==> config.mk <==
export PLATFORM = sky130hd
export DESIGN_NAME = ddr_init_seq
export DESIGN_NICKNAME = d
export VERILOG_FILES = /design/src/rtl/ddr_init_pkg.sv /design/src/rtl/ddr_init_ctrl.sv /design/src/rtl/ddr_init_dp.sv /design/src/rtl/ddr_init_seq.sv
export SDC_FILE = /design/constraint.sdc
export NUM_CORES = 1
export LEC_CHECK = 0
export ABC_AREA = 1
export BUFFER_PORTS_ARGS = -buffer_cell sky130_fd_sc_hd__buf_2
export CAP_MARGIN = 20
export CORE_ASPECT_RATIO = 0.9
export CORE_MARGIN = 2
export CORE_UTILIZATION = 56
export DETAILED_ROUTE_END_ITERATION = 7
export PLACE_DENSITY_LB_ADDON = 0.2
export SYNTH_ARGS = -nofsm -noshare
export SYNTH_HDL_FRONTEND = slang
export SYNTH_SLANG_ARGS = --single-unit
==> constraint.sdc <==
create_clock -name clk -period 2.4 [get_ports clk]
set_clock_uncertainty 0.05 [all_clocks]
set_input_delay 0.48 -clock clk [delete_from_list [all_inputs] [get_ports clk]]
set_output_delay 0.48 -clock clk [all_outputs]
set_load 0.03 [all_outputs]
==> src/rtl/ddr_init_pkg.sv <==
package ddr_init_pkg;

  typedef enum logic [2:0] {
    CMD_NOP,
    CMD_PRE_ALL,
    CMD_EXT_DLL_ON,
    CMD_MODE_DLL_RST,
    CMD_AUTO_REF,
    CMD_MODE_RUN
  } seqCmd_t;

  typedef enum logic [1:0] {
    GAP_TRP,
    GAP_TRFC,
    GAP_TMRD
  } gapSel_t;

  typedef struct packed {
    seqCmd_t cmd;
    logic    ckeOn;
    logic    gapLoad;
    gapSel_t gapSel;
    logic    lockStart;
    logic    finish;
  } seqStrobe_t;

  typedef enum logic [3:0] {
    ST_STABLE,
    ST_CKE_ON,
    ST_PRE1,
    ST_EXT_DLL,
    ST_DLL_RST,
    ST_PRE2,
    ST_REFRESH,
    ST_MODE_RUN,
    ST_GAP,
    ST_DONE
  } seqState_t;

  localparam logic [3:0] PINS_NOP  = 4'b0111;
  localparam logic [3:0] PINS_PRE  = 4'b0010;
  localparam logic [3:0] PINS_REF  = 4'b0001;
  localparam logic [3:0] PINS_MODE = 4'b0000;

endpackage

==> src/rtl/ddr_init_ctrl.sv <==
module ddr_init_ctrl
  import ddr_init_pkg::*;
#(
  parameter int REFRESH_COUNT = 2,
  parameter int DLL_ORDER     = 0
) (
  input  logic       clk,
  input  logic       rstN,
  input  logic       gapZero,
  input  logic       lockOk,
  output seqStrobe_t strobe
);

  localparam int REF_W = $clog2(REFRESH_COUNT + 1);

  seqState_t        state, stNext, resume, resumeNext;
  logic [REF_W-1:0] refLeft;

  // Order-dependent successors of the DLL-related steps
  localparam seqState_t AFTER_EXT = (DLL_ORDER == 0) ? ST_DLL_RST : ST_PRE2;
  localparam seqState_t AFTER_RST = (DLL_ORDER == 0) ? ST_PRE2 : ST_REFRESH;
  localparam seqState_t AFTER_PRE = (DLL_ORDER == 1) ? ST_DLL_RST : ST_REFRESH;

  always_comb begin
    strobe     = '0;
    stNext     = state;
    resumeNext = resume;
    unique case (state)
      ST_STABLE: if (gapZero) stNext = ST_CKE_ON;
      ST_CKE_ON: begin
        strobe.ckeOn = 1'b1;
        stNext       = ST_PRE1;
      end
      ST_PRE1: begin
        strobe.cmd     = CMD_PRE_ALL;
        strobe.gapLoad = 1'b1;
        strobe.gapSel  = GAP_TRP;
        stNext         = ST_GAP;
        resumeNext     = ST_EXT_DLL;
      end
      ST_EXT_DLL: begin
        strobe.cmd       = CMD_EXT_DLL_ON;
        strobe.gapLoad   = 1'b1;
        strobe.gapSel    = GAP_TMRD;
        strobe.lockStart = (DLL_ORDER == 2);
        stNext           = ST_GAP;
        resumeNext       = AFTER_EXT;
      end
      ST_DLL_RST: begin
        strobe.cmd       = CMD_MODE_DLL_RST;
        strobe.gapLoad   = 1'b1;
        strobe.gapSel    = GAP_TMRD;
        strobe.lockStart = 1'b1;
        stNext           = ST_GAP;
        resumeNext       = AFTER_RST;
      end
      ST_PRE2: begin
        strobe.cmd     = CMD_PRE_ALL;
        strobe.gapLoad = 1'b1;
        strobe.gapSel  = GAP_TRP;
        stNext         = ST_GAP;
        resumeNext     = AFTER_PRE;
      end
      ST_REFRESH: begin
        strobe.cmd     = CMD_AUTO_REF;
        strobe.gapLoad = 1'b1;
        strobe.gapSel  = GAP_TRFC;
        stNext         = ST_GAP;
        resumeNext     = (refLeft == REF_W'(1)) ? ST_MODE_RUN : ST_REFRESH;
      end
      ST_MODE_RUN: begin
        strobe.cmd     = CMD_MODE_RUN;
        strobe.gapLoad = 1'b1;
        strobe.gapSel  = GAP_TMRD;
        stNext         = ST_GAP;
        resumeNext     = ST_DONE;
      end
      ST_GAP: if (gapZero && (resume != ST_DONE || lockOk)) stNext = resume;
      ST_DONE: strobe.finish = 1'b1;
      default: stNext = ST_STABLE;
    endcase
  end

  always_ff @(posedge clk or negedge rstN) begin
    if (!rstN) begin
      state   <= ST_STABLE;
      resume  <= ST_STABLE;
      refLeft <= REF_W'(REFRESH_COUNT);
    end else begin
      state  <= stNext;
      resume <= resumeNext;
      if (state == ST_REFRESH) refLeft <= refLeft - REF_W'(1);
    end
  end

  assert_ref_budget_R9: assert property (@(posedge clk) disable iff (!rstN)
    (state == ST_REFRESH) |-> (refLeft != '0));

  assert_done_after_lock_R10: assert property (@(posedge clk) disable iff (!rstN)
    (state == ST_DONE) |-> lockOk);

endmodule

==> src/rtl/ddr_init_dp.sv <==
module ddr_init_dp
  import ddr_init_pkg::*;
#(
  parameter int ADDR_W        = 11,
  parameter int BA_W          = 2,
  parameter int STABLE_CYCLES = 20000,
  parameter int TRP_CYCLES    = 3,
  parameter int TRFC_CYCLES   = 10,
  parameter int TMRD_CYCLES   = 2,
  parameter int LOCK_CYCLES   = 200
) (
  input  logic              clk,
  input  logic              rstN,
  input  seqStrobe_t        strobe,
  input  logic [ADDR_W-1:0] modeReg,
  input  logic [ADDR_W-1:0] extModeReg,
  output logic              gapZero,
  output logic              lockOk,
  output logic              cke,
  output logic              csN,
  output logic              rasN,
  output logic              casN,
  output logic              weN,
  output logic [BA_W-1:0]   ba,
  output logic [ADDR_W-1:0] addr,
  output logic              initDone
);

  localparam int M1      = (TRP_CYCLES > TRFC_CYCLES) ? TRP_CYCLES : TRFC_CYCLES;
  localparam int M2      = (M1 > TMRD_CYCLES) ? M1 : TMRD_CYCLES;
  localparam int GAP_MAX = (M2 > STABLE_CYCLES) ? M2 : STABLE_CYCLES;
  localparam int GAP_W   = $clog2(GAP_MAX + 1);
  localparam int LOCK_W  = $clog2(LOCK_CYCLES + 1);
  localparam int A_ALL   = 10;
  localparam int A_DLLRST = 8;
  localparam int A_DLLOFF = 0;

  logic [GAP_W-1:0]  gapCnt, gapInit;
  logic [LOCK_W-1:0] lockCnt;
  logic              lockArmed;
  logic [3:0]        pinsNext, pinsQ;
  logic [BA_W-1:0]   baNext;
  logic [ADDR_W-1:0] addrNext;

  // Spacing counter: loaded with gap-2 so the next command lands gap cycles later
  always_comb begin
    unique case (strobe.gapSel)
      GAP_TRP:  gapInit = GAP_W'(TRP_CYCLES - 2);
      GAP_TRFC: gapInit = GAP_W'(TRFC_CYCLES - 2);
      default:  gapInit = GAP_W'(TMRD_CYCLES - 2);
    endcase
  end

  always_ff @(posedge clk or negedge rstN) begin
    if (!rstN)                gapCnt <= GAP_W'(STABLE_CYCLES - 1);
    else if (strobe.gapLoad)  gapCnt <= gapInit;
    else if (gapCnt != '0)    gapCnt <= gapCnt - GAP_W'(1);
  end
  assign gapZero = (gapCnt == '0);

  // DLL lock interval
  always_ff @(posedge clk or negedge rstN) begin
    if (!rstN) begin
      lockCnt   <= '0;
      lockArmed <= 1'b0;
    end else if (strobe.lockStart) begin
      lockCnt   <= LOCK_W'(LOCK_CYCLES - 2);
      lockArmed <= 1'b1;
    end else if (lockCnt != '0) begin
      lockCnt <= lockCnt - LOCK_W'(1);
    end
  end
  assign lockOk = lockArmed && (lockCnt == '0);

  // Command decode
  always_comb begin
    pinsNext = PINS_NOP;
    baNext   = '0;
    addrNext = '0;
    unique case (strobe.cmd)
      CMD_PRE_ALL: begin
        pinsNext        = PINS_PRE;
        addrNext[A_ALL] = 1'b1;
      end
      CMD_EXT_DLL_ON: begin
        pinsNext           = PINS_MODE;
        baNext             = BA_W'(1);
        addrNext           = extModeReg;
        addrNext[A_DLLOFF] = 1'b0;
      end
      CMD_MODE_DLL_RST: begin
        pinsNext           = PINS_MODE;
        addrNext           = modeReg;
        addrNext[A_DLLRST] = 1'b1;
      end
      CMD_AUTO_REF: pinsNext = PINS_REF;
      CMD_MODE_RUN: begin
        pinsNext           = PINS_MODE;
        addrNext           = modeReg;
        addrNext[A_DLLRST] = 1'b0;
      end
      default: pinsNext = PINS_NOP;
    endcase
  end

  always_ff @(posedge clk or negedge rstN) begin
    if (!rstN) begin
      cke      <= 1'b0;
      pinsQ    <= PINS_NOP;
      ba       <= '0;
      addr     <= '0;
      initDone <= 1'b0;
    end else begin
      if (strobe.ckeOn)  cke      <= 1'b1;
      if (strobe.finish) initDone <= 1'b1;
      pinsQ <= pinsNext;
      ba    <= baNext;
      addr  <= addrNext;
    end
  end
  assign {csN, rasN, casN, weN} = pinsQ;

  assert_cke_holds_R1: assert property (@(posedge clk) disable iff (!rstN)
    cke |=> cke);

  assert_cmd_needs_cke_R1: assert property (@(posedge clk) disable iff (!rstN)
    ({csN, rasN, casN, weN} != PINS_NOP) |-> cke);

  assert_nop_on_cke_rise_R2: assert property (@(posedge clk) disable iff (!rstN)
    $rose(cke) |-> ({csN, rasN, casN, weN} == PINS_NOP));

  assert_cmd_isolated_R8: assert property (@(posedge clk) disable iff (!rstN)
    ({csN, rasN, casN, weN} != PINS_NOP) |=> ({csN, rasN, casN, weN} == PINS_NOP));

  assert_done_sticky_R10: assert property (@(posedge clk) disable iff (!rstN)
    initDone |=> initDone);

  assert_quiet_after_done_R10: assert property (@(posedge clk) disable iff (!rstN)
    initDone |-> ({csN, rasN, casN, weN} == PINS_NOP));

endmodule

==> src/rtl/ddr_init_seq.sv <==
module ddr_init_seq
  import ddr_init_pkg::*;
#(
  parameter int ADDR_W        = 11,
  parameter int BA_W          = 2,
  parameter int STABLE_CYCLES = 20000,
  parameter int TRP_CYCLES    = 3,
  parameter int TRFC_CYCLES   = 10,
  parameter int TMRD_CYCLES   = 2,
  parameter int LOCK_CYCLES   = 200,
  parameter int REFRESH_COUNT = 2,
  parameter int DLL_ORDER     = 0
) (
  input  logic              clk,
  input  logic              rstN,
  input  logic [ADDR_W-1:0] modeReg,
  input  logic [ADDR_W-1:0] extModeReg,
  output logic              cke,
  output logic              csN,
  output logic              rasN,
  output logic              casN,
  output logic              weN,
  output logic [BA_W-1:0]   ba,
  output logic [ADDR_W-1:0] addr,
  output logic              initDone
);

  seqStrobe_t strobe;
  logic       gapZero;
  logic       lockOk;

  ddr_init_ctrl #(
    .REFRESH_COUNT(REFRESH_COUNT),
    .DLL_ORDER    (DLL_ORDER)
  ) ctrl (
    .clk    (clk),
    .rstN   (rstN),
    .gapZero(gapZero),
    .lockOk (lockOk),
    .strobe (strobe)
  );

  ddr_init_dp #(
    .ADDR_W       (ADDR_W),
    .BA_W         (BA_W),
    .STABLE_CYCLES(STABLE_CYCLES),
    .TRP_CYCLES   (TRP_CYCLES),
    .TRFC_CYCLES  (TRFC_CYCLES),
    .TMRD_CYCLES  (TMRD_CYCLES),
    .LOCK_CYCLES  (LOCK_CYCLES)
  ) dp (
    .clk       (clk),
    .rstN      (rstN),
    .strobe    (strobe),
    .modeReg   (modeReg),
    .extModeReg(extModeReg),
    .gapZero   (gapZero),
    .lockOk    (lockOk),
    .cke       (cke),
    .csN       (csN),
    .rasN      (rasN),
    .casN      (casN),
    .weN       (weN),
    .ba        (ba),
    .addr      (addr),
    .initDone  (initDone)
  );

endmodule

-- Word level (Yosys, flattened, before mapping)
Cells that the tools add are included.
- output and inout bits: 19
- register bits after elaboration: 51
- input port bits: 24
- word-level logic and storage cells: 71
- add/subtract/negate cells: 3
- mux-type cells: 19
- equal/unequal tests: 19
- reductions and logical operators: 18
- bitwise gates (word level): 1
- operators by type and width (kind ; number):
    $mux 15 ; 2
    $pmux 10 s3 ; 1
    $pmux 4 s6 ; 1
    $pmux 4 s5 ; 1
    $pmux 3 s3 ; 2
    $eq 4x3->1 const B ; 4
    $mux 8 ; 2
    $logic_not 15->1 ; 1
    $pmux 3 s5 ; 1
    $reduce_bool 15->1 ; 1
    $sub 15x1->15 const B ; 1
    $eq 4x2->1 const B ; 2
    $eq 4x4->1 const B ; 2
    $logic_not 8->1 ; 1
    $mux 4 ; 2
    $pmux 4 s2 ; 1
    $reduce_bool 8->1 ; 1
    $sub 8x1->8 const B ; 1
    $eq 3x2->1 const B ; 2
    $eq 3x3->1 const B ; 2
    $reduce_bool 6->1 ; 1
    $reduce_or 3->1 ; 2
    $reduce_or 6->1 ; 1
    $mux 1 ; 5
    other kinds (15) ; 20

-- Depth between registers and ports, before layout
Gate-level depths: netlist (run 1).
- depth in word-level cells: 6
- gate-level depth with buffers: 10
- depth with buffers taken out: 10

-- By module
A second synthesis (run 1) with hierarchy kept.
- cells, all modules: 321
- area total of the unflattened synthesis: 2677.6 um^2
- by module, submodules not included (module ; instances ; cells an instance ; area each (um^2)):
    ddr_init_dp ; 1 ; 243 ; 2109.5
    ddr_init_ctrl ; 1 ; 78 ; 568.0

-- Worst setup path before layout (run 1)
OpenSTA, ideal clock, no wires.
- kind: flip-flop to flip-flop
- start point: reg dp.gapCnt[0]
- end point: reg dp.gapCnt[6]
- cell stages (with the launch flop): 10
- arrival time: 1.517 ns
- setup slack: 0.718 ns
- cells stage by stage: dfstp_2 -> inv_1 -> ha_1 -> nand3_1 -> inv_1 -> nand2_1 -> inv_1 -> or2_2 -> nand3_1 -> nor2_2
- longest elaborated chain between the ends: 3
- elaborated cells on any way between the ends: 5
- classes of those cells: add/sub: 1; mux: 2; reduce/logical: 2
- ends and longest elaborated chain (what ; line ; source):
    start, declared ; ddr_init_dp.sv:38 ; logic [GAP_W-1:0] gapCnt, gapInit;
    start signal, assigned ; ddr_init_dp.sv:55 ; if (!rstN) gapCnt <= GAP_W'(STABLE_CYCLES - 1);
    start signal, assigned ; ddr_init_dp.sv:56 ; else if (strobe.gapLoad) gapCnt <= gapInit;
    start signal, assigned ; ddr_init_dp.sv:57 ; else if (gapCnt != '0) gapCnt <= gapCnt - GAP_W'(1);
    $sub 15x1->15 ; ddr_init_dp.sv:57 ;
    $mux 15 ; ddr_init_dp.sv:57 ;
    $mux 15 ; ddr_init_dp.sv:56 ;
Several ways; a longest one is shown, not always the timed one. The select of a mux whose other input is x is not followed.
A chain may end at the register's enable or synchronous reset.

-- Final worst setup path (run 1)
Ends and elaborated chain as after synthesis.

==> run metrics, run 1 <==
status finished clean; vias in the first global route ~1.9k; Pwr Total about 1.5 mW; Min-Delay Path Class in2async; Max clock buf depth 2; hpwl dp between 3 and 4 mm; fillers about 360; Syn. warnings 0; Pint 1.19 mW; reg2reg path depth 9; CP most frequent cell inv_1; pin count of the biggest net entering global routing 35; reg2reg start dp.gapCnt[0]$_DFFE_PN1P_; Place WS ~0.54 ns; MaxCap Viol Count 0; CP delay by family, top simple AND/OR/NAND/NOR gates; GR Overflow Total 0; Area Overhead vs Synth 14.7%; routed wl met3 approximately 390 um; Antenna Cells 0; Post-Synthesis Cells between 300 and 400; Routed Antenna Nets 0; M1 WL around 2.5 mm; Placed Instances 406; post-DR wirelength/cell ~12 um; WP data required around 2.5 ns; Tightest Pin Transition between 0.5 and 0.6 ns; row count 23; CTS Buf Count 5; Die H between 60 and 70 um; Pwr per Cell Area between 500 and 600 nW/um2; Starting Density just under 60%; Clock power frac between 30% and 40%; DR vias ~2.1k; RSZ-0062 raised after global routing false; max_slew headroom 63.9%; CP Launch Type flop; R2R Setup Slk around 0.5 ns; Final Setup Violations 0; Post-CTS Resized 0; ys flop type dfrtp_1; Clk Latency, worst-skew pair between 0.3 and 0.4 ns; wire length of the first global-routing pass 8.48 mm; metal2 WL approximately 2.0 mm; setup repair bufs after CTS 0; Non-Filler Instances 414; CP Capture Type flop; sw frac roughly a fifth; peak supply drop between 400 and 500 uV; Reg clk slew, reported paths ~0.09 ns; TritonCTS clock tree built; Yosys reg bits between 50 and 60; sequential-to-total area share from yosys stat about half; share of layout cells above drive strength 1 23.6%; CP peak stage delay between 0.5 and 0.6 ns; ys async rst share between 90% and 100%; Sequential Power Share approximately 58%; # clock sinks 51; CP arrival roughly 2.0 ns; GRT Util Overall approximately 22%; I/O pin count between 40 and 50; worst-path cell with the longest stage delay dfstp_2; EDFF count, synth 0; average size of a mapped cell ~8.3 um2; Leak approximately 1.6 nW; fin crit period around 1.9 ns; final period utilization about four fifths; # port buffers 38; initial detailed-routing violation count approximately 110; maximum operating frequency approximately 0.53 GHz; register area around 1300 um2; Distinct cells, synth 34; Hold Vio Cnt, Final 0; WP buf/inv 3; gpl congestion slightly above 0.9; hold_buf cts 0; Highest Signal Layer met4; final setup TNS 0 ns; switching pwr around 0.3 mW; worst-path fanout max 5; cells along the critical path inv_1, ha_1, nand3_1, inv_1, nand2_1, inv_1, or2_2, nand3_1, nor2_2; die width roughly 75 um; total wire length approximately 5.0 mm; DRC viols 0; H-Tree Level Count 2; Root Buffer clkbuf_8; full die area between 5000 and 6000 um2; Mapped Area ~2500 um2; Nets around 380; crit path kind reg2reg; final worst slack around 0.5 ns; combinational fraction of design power approximately 2.7%; TritonRoute pass-1 iters 4; initial antenna violation count 0; area of the multi-input gates roughly 1000 um2; Reg-to-Reg End dp.gapCnt[6]$_DFFE_PN0P_; Via density 5.03; core area between 4000 and 5000 um2; Slew Limit Fails 0
-- synth_stat cells (4+ instances only) --
cell type / count / area (um2)
a21oi_1: 9 / 45.0
a22o_1: 8 / 70.1
dfrtp_1: 38 / 951
dfstp_2: 13 / 342
ha_1: 4 / 50.1
inv_1: 47 / 176
nand2_1: 58 / 218
nand3_1: 24 / 120
nor2_1: 45 / 169
nor2_2: 4 / 25.0
nor3_1: 6 / 30.0
o21ai_0: 10 / 50.1
or2_2: 5 / 31.3
-- area by class of cell --
type,count,area share (%)
sequential,51,44.2
multi-input combinational,202,35.1
timing repair buffer,41,7.71
inverter,50,6.42
tap,62,2.65
clock buffer,5,2.35
clock inverter,3,1.50
-- metal layers --
metal | GRT usage, % | vias to the layer above
met3 | 4.71 | 5
met4 | 8.71 | 0
met1 | 31.5 | 952
li1 | - | 1062
met2 | 32.9 | 64
met5 | 0 | -
-- worst max-delay path by stage --
stage | cells after the start | from | endpoint
floorplan | 9 | dp.gapCnt[0]$_DFFE_PN1P_ | dp.gapCnt[6]$_DFFE_PN0P_
global placement | 9 | dp.gapCnt[0]$_DFFE_PN1P_ | dp.gapCnt[6]$_DFFE_PN0P_
detailed placement | 9 | dp.gapCnt[0]$_DFFE_PN1P_ | dp.gapCnt[6]$_DFFE_PN0P_
CTS | 9 | dp.gapCnt[0]$_DFFE_PN1P_ | dp.gapCnt[6]$_DFFE_PN0P_
global route | 9 | dp.gapCnt[0]$_DFFE_PN1P_ | dp.gapCnt[6]$_DFFE_PN0P_
finish | 9 | dp.gapCnt[0]$_DFFE_PN1P_ | dp.gapCnt[6]$_DFFE_PN0P_
-- sequential cells by signal, indices dropped and copies added (netlist names) --
signal	cells
ctrl.refLeft	2
ctrl.resume	4
ctrl.state	4
dp.addr	11
dp.ba	1
dp.cke	1
dp.gapCnt	15
dp.initDone	1
dp.lockArmed	1
dp.lockCnt	8
dp.pinsQ	3
-- power by group through the flow --
stage	Clock (mW)	Sequential [mW]	Combinational (mW)
global placement	0	0.876	0.0412
floorplan	0	0.876	0.00707
global route	0.650	0.860	0.0467
finish	0.592	0.860	0.0403
CTS	0.608	0.860	0.0423
detailed placement	0	0.876	0.0419
-- kinds of logic after synthesis --
| kind of cell | after synthesis | synth area share (%) |
|---|---|---|
| AOI/OAI and AO/OA | 38 | 9.68 |
| xor gates and xnor gates | 4 | 1.38 |
| adders and majority gates | 4 | 1.96 |
| buffers and inverters | 56 | 9.09 |
| DFF | 51 | 50.7 |
| other | 1 | 0.147 |
| and+or+nand+nor | 154 | 27.0 |
-- layout by cell type, fill, tap and decap left out, types with 6 or more instances in the layout --
cell	instances
dfstp_2	13
a21oi_1	9
nor3_1	6
buf_2	38
nand2_1	58
a22o_1	8
o21ai_0	10
nand3_1	24
dfrtp_1	38
nor2_1	45
inv_1	47
-- stage by stage --
step,utilization [%],area [um2],hold slack [ns]
2_1_floorplan,-,2550,0.134
5_1_grt,66.4,2920,0.0682
3_5_place_dp,63.8,2810,0.382
3_3_place_gp,63.8,2810,0.382
6_report,66.4,2920,0.0424
4_1_cts,66.4,2920,0.0461
(Power assumes the default switching activity.)
==> inputs of run 2 (changes only) <==
--- a/config.mk
+++ b/config.mk
@@ -5,12 +5,12 @@
 export SDC_FILE = /design/constraint.sdc
 export NUM_CORES = 1
 export LEC_CHECK = 0
-export ABC_AREA = 1
+export ABC_AREA = 0
 export BUFFER_PORTS_ARGS = -buffer_cell sky130_fd_sc_hd__buf_2
 export CAP_MARGIN = 20
 export CORE_ASPECT_RATIO = 0.9
 export CORE_MARGIN = 2
-export CORE_UTILIZATION = 56
+export CORE_UTILIZATION = 55
 export DETAILED_ROUTE_END_ITERATION = 7
 export PLACE_DENSITY_LB_ADDON = 0.2
 export SYNTH_ARGS = -nofsm -noshare
==> constraint.sdc (replaced) <==
create_clock -name clk -period 1.9 [get_ports clk]
set_clock_uncertainty 0.05 [all_clocks]
set_input_delay 0.38 -clock clk [delete_from_list [all_inputs] [get_ports clk]]
set_output_delay 0.38 -clock clk [all_outputs]
set_load 0.03 [all_outputs]
==> run 2 against run 1 <==
Critical endpoint is now dp.gapCnt[5]$_DFFE_PN0P_. Critical path type unchanged. Register-to-register slack got worse by 0.48 ns. Clock power grew 28%. Wire length fell by 1.6%.
==> run metrics, run 2 <==
sequential-to-total area share from yosys stat 52.8% (was 50.7%); Die H 67.3 um (was 68.0 um); MaxCap Viol Count 0 (unchanged); leading cell type in the layout, fill and taps excluded buf_2 (was nand2_1); initial antenna violation count 0 (unchanged); Reg-to-Reg End dp.gapCnt[5]$_DFFE_PN0P_ (was dp.gapCnt[6]$_DFFE_PN0P_); Hold Vio Cnt, Final 0 (unchanged); full die area 5000 um2 (was 5110 um2); final period utilization 98.8% (was 79.1%); Antenna Cells 0 (unchanged); worst-path cell with the longest stage delay or4_1 (was dfstp_2); initial detailed-routing violation count 115 (was 112); most frequent cell after synthesis dfrtp_1 (was nand2_1); I/O pin count 43 (unchanged); R2R Setup Slk 0.02 ns (was 0.50 ns); CTS Buf Count 5 (unchanged); Routed Antenna Nets 0 (unchanged); Via density 5.48 (was 5.03); wire length of the first global-routing pass 8.29 mm (was 8.48 mm); CP endpoint dp.gapCnt[5]$_DFFE_PN0P_ (was dp.gapCnt[6]$_DFFE_PN0P_); gpl congestion 0.824 (was 0.907); EDFF count, synth 0 (unchanged); row count 23 (unchanged); maximum operating frequency 0.533 GHz (was 0.527 GHz); Reg clk slew, reported paths 0.10 ns (was 0.09 ns); most frequent cells in the layout buf_2 (38), dfrtp_1 (37), nand2_1 (23) (was nand2_1 (58), inv_1 (47), nor2_1 (45)); final setup TNS 0 ns (unchanged); Final Setup Violations 0 (unchanged); pin count of the biggest net entering global routing 33 (was 35); post-synth top area share 38.8% (was 37.3%); peak supply drop 566 uV (was 483 uV); DRC viols 0 (unchanged); fillers 368 (was 362); GRT Util Overall 21.9% (was 22.1%); H-Tree Level Count 2 (unchanged); ys async rst share 100% (unchanged); Non-Filler Instances 346 (was 414); hpwl dp 3.43 mm (was 3.64 mm); DR vias 1896 (was 2083); TritonCTS clock tree built (unchanged); cells along the critical path or4_1, or4_4, a21oi_2 (was inv_1, ha_1, nand3_1, inv_1, nand2_1, inv_1, or2_2, nand3_1, nor2_2); status finished clean (unchanged); Clk Latency, worst-skew pair 0.30 ns (was 0.31 ns); max_slew headroom 62.9% (was 63.9%); crit path kind reg2reg (unchanged); Biggest register dp.gapCnt (unchanged); CP Launch Type flop (unchanged); die width 74.3 um (was 75.1 um); Place WS -0.0351 ns (was 0.543 ns); Pwr per Cell Area 634 nW/um2 (was 510 nW/um2); Post-Synthesis Cells 231 (was 308); Yosys reg bits 51 (unchanged); ys flop type dfrtp_1 (unchanged); Min-Delay Path Class in2reg (was in2async); Final Cell Area 2980 um2 (was 2920 um2); worst-path fanout max 5 (unchanged); Starting Density 56.0% (was 57.9%); Slew Limit Fails 0 (unchanged); Leak 1.35 nW (was 1.58 nW); WP data required 2.07 ns (was 2.54 ns); final worst slack 0.0230 ns (was 0.502 ns); Area Overhead vs Synth 21.9% (was 14.7%); post-place instance area 2790 um2 (was 2810 um2); Placed Instances 335 (was 406); total wire length 4.88 mm (was 4.96 mm); Tightest Pin Transition 0.551 ns (was 0.538 ns); Root Buffer clkbuf_8 (unchanged); RSZ-0062 raised after global routing true (was false); share of layout cells above drive strength 1 36.6% (was 23.6%); fin crit period 1.88 ns (was 1.90 ns); Yosys top cell by area dfrtp_1 (unchanged); top post-synthesis cells by count dfrtp_1 (38), nand2_1 (23), nor2_1 (14), dfstp_2 (13) (was nand2_1 (58), inv_1 (47), nor2_1 (45), dfrtp_1 (38), nand3_1 (24)); Syn. warnings 0 (unchanged); TritonRoute pass-1 iters 4 (unchanged); max FFs per register 15 (unchanged); CP peak stage delay 0.64 ns (was 0.55 ns); CP arrival 2.05 ns (was 2.04 ns); core area 4370 um2 (was 4400 um2); CP Capture Type flop (unchanged); average size of a mapped cell 10.6 um2 (was 8.27 um2); # port buffers 38 (unchanged); post-layout util 68.2% (was 66.4%); Setup crit start dp.gapCnt[3]$_DFFE_PN1P_ (was dp.gapCnt[0]$_DFFE_PN1P_); Nets 311 (was 379); top flop regs dp.gapCnt (15), dp.addr (11), dp.lockCnt (8) (unchanged); Max clock buf depth 2 (unchanged); reg2reg path depth 3 (was 9); Synth area leaders dfrtp_1 (39%), dfstp_2 (14%), nand2_1 (3.5%) (was dfrtp_1 (37%), dfstp_2 (13%), nand2_1 (8.5%)); GR Overflow Total 0 (unchanged); Mapped Area 2450 um2 (was 2550 um2); post-DR wirelength/cell 14.1 um (was 12.0 um); vias in the first global route 1844 (was 1891); reg2reg start dp.gapCnt[3]$_DFFE_PN1P_ (was dp.gapCnt[0]$_DFFE_PN1P_); Distinct cells, synth 58 (was 34); # clock sinks 51 (unchanged)
-- run 2: routing by layer --
| metal | up-vias | track usage [%] | wire length [um] |
|---|---|---|---|
| li1 | 938 | - | - |
| met1 | 917 | 30.4 | 2310 |
| met2 | 37 | 35.2 | 2340 |
| met3 | 4 | 4.48 | 169 |
| met4 | 0 | 6.25 | 53 |
| met5 | - | 0 | 0 |
-- run 2: power by group --
group / switching [mW] / internal, mW
Clock: 0.357 / 0.398
Sequential: 0 / 1.09
Combinational: 0.0311 / 0.0205
Total: 0.388 / 1.50
-- run 2: logic make-up (layout without fill, tap and decap cells) --
logic type      count (synthesis)  in the layout  synth area share, %
fa+ha+maj                       4              4                 2.04
xor+xnor                        5              5                 1.79
flops                          51             51                 52.8
mux                             3              3                 1.28
compound gates                 58             58                 16.6
buf+inv                        21             73                 4.04
simple gates                   88             88                 21.3
other cells                     1              2                0.153
-- run 2: worst min path at each step --
| stage | endpoint | slack [ns] | from | cells after the start |
|---|---|---|---|---|
| floorplan | ctrl.refLeft[0]$_DFFE_PN0P_ | 0.03 | rstN | 0 |
| global placement | dp.gapCnt[8]$_DFFE_PN0P_ | 0.31 | rstN | 1 |
| detailed placement | dp.gapCnt[8]$_DFFE_PN0P_ | 0.31 | rstN | 1 |
| CTS | dp.addr[8]$_DFF_PN0_ | 0.22 | extModeReg[8] | 3 |
| global route | dp.addr[3]$_DFF_PN0_ | 0.23 | modeReg[3] | 2 |
| finish | dp.addr[8]$_DFF_PN0_ | 0.22 | extModeReg[8] | 3 |
-- run 2: through the flow --
step | hold WS [ns] | total power, mW
floorplan | 0.0344 | 1.12
global placement | 0.312 | 1.16
detailed placement | 0.314 | 1.16
CTS | 0.216 | 1.92
global route | 0.227 | 1.97
finish | 0.218 | 1.89
-- run 2: worst max-delay path, delay by kind of cell, from the launching register on --
| family | cells | cell delay, ns |
|---|---|---|
| compound gates | 1 | 0.16 |
| simple gates | 2 | 1.19 |
| flops | 1 | 0.41 |
-- run 2: area by class of cell --
type                            count  area, um2  area share [%]
Sequential cell                    51       1290            43.4
Multi-Input combinational cell    160       1130            38.0
Timing Repair Buffer               54        325            10.9
Tap cell                           62       77.6            2.60
Clock buffer                        6       72.6            2.43
Inverter                           11       41.3            1.38
Clock inverter                      2       38.8            1.30
-- run 2: repair_timing --
item	in CTS	in global routing
gates resized for setup	4	11
buffers inserted	0	2
gates cloned	0	0
endpoints found under the hold margin	11	0
hold buffers	1	0
setup endpoints to repair	3	12
pin swaps	0	6
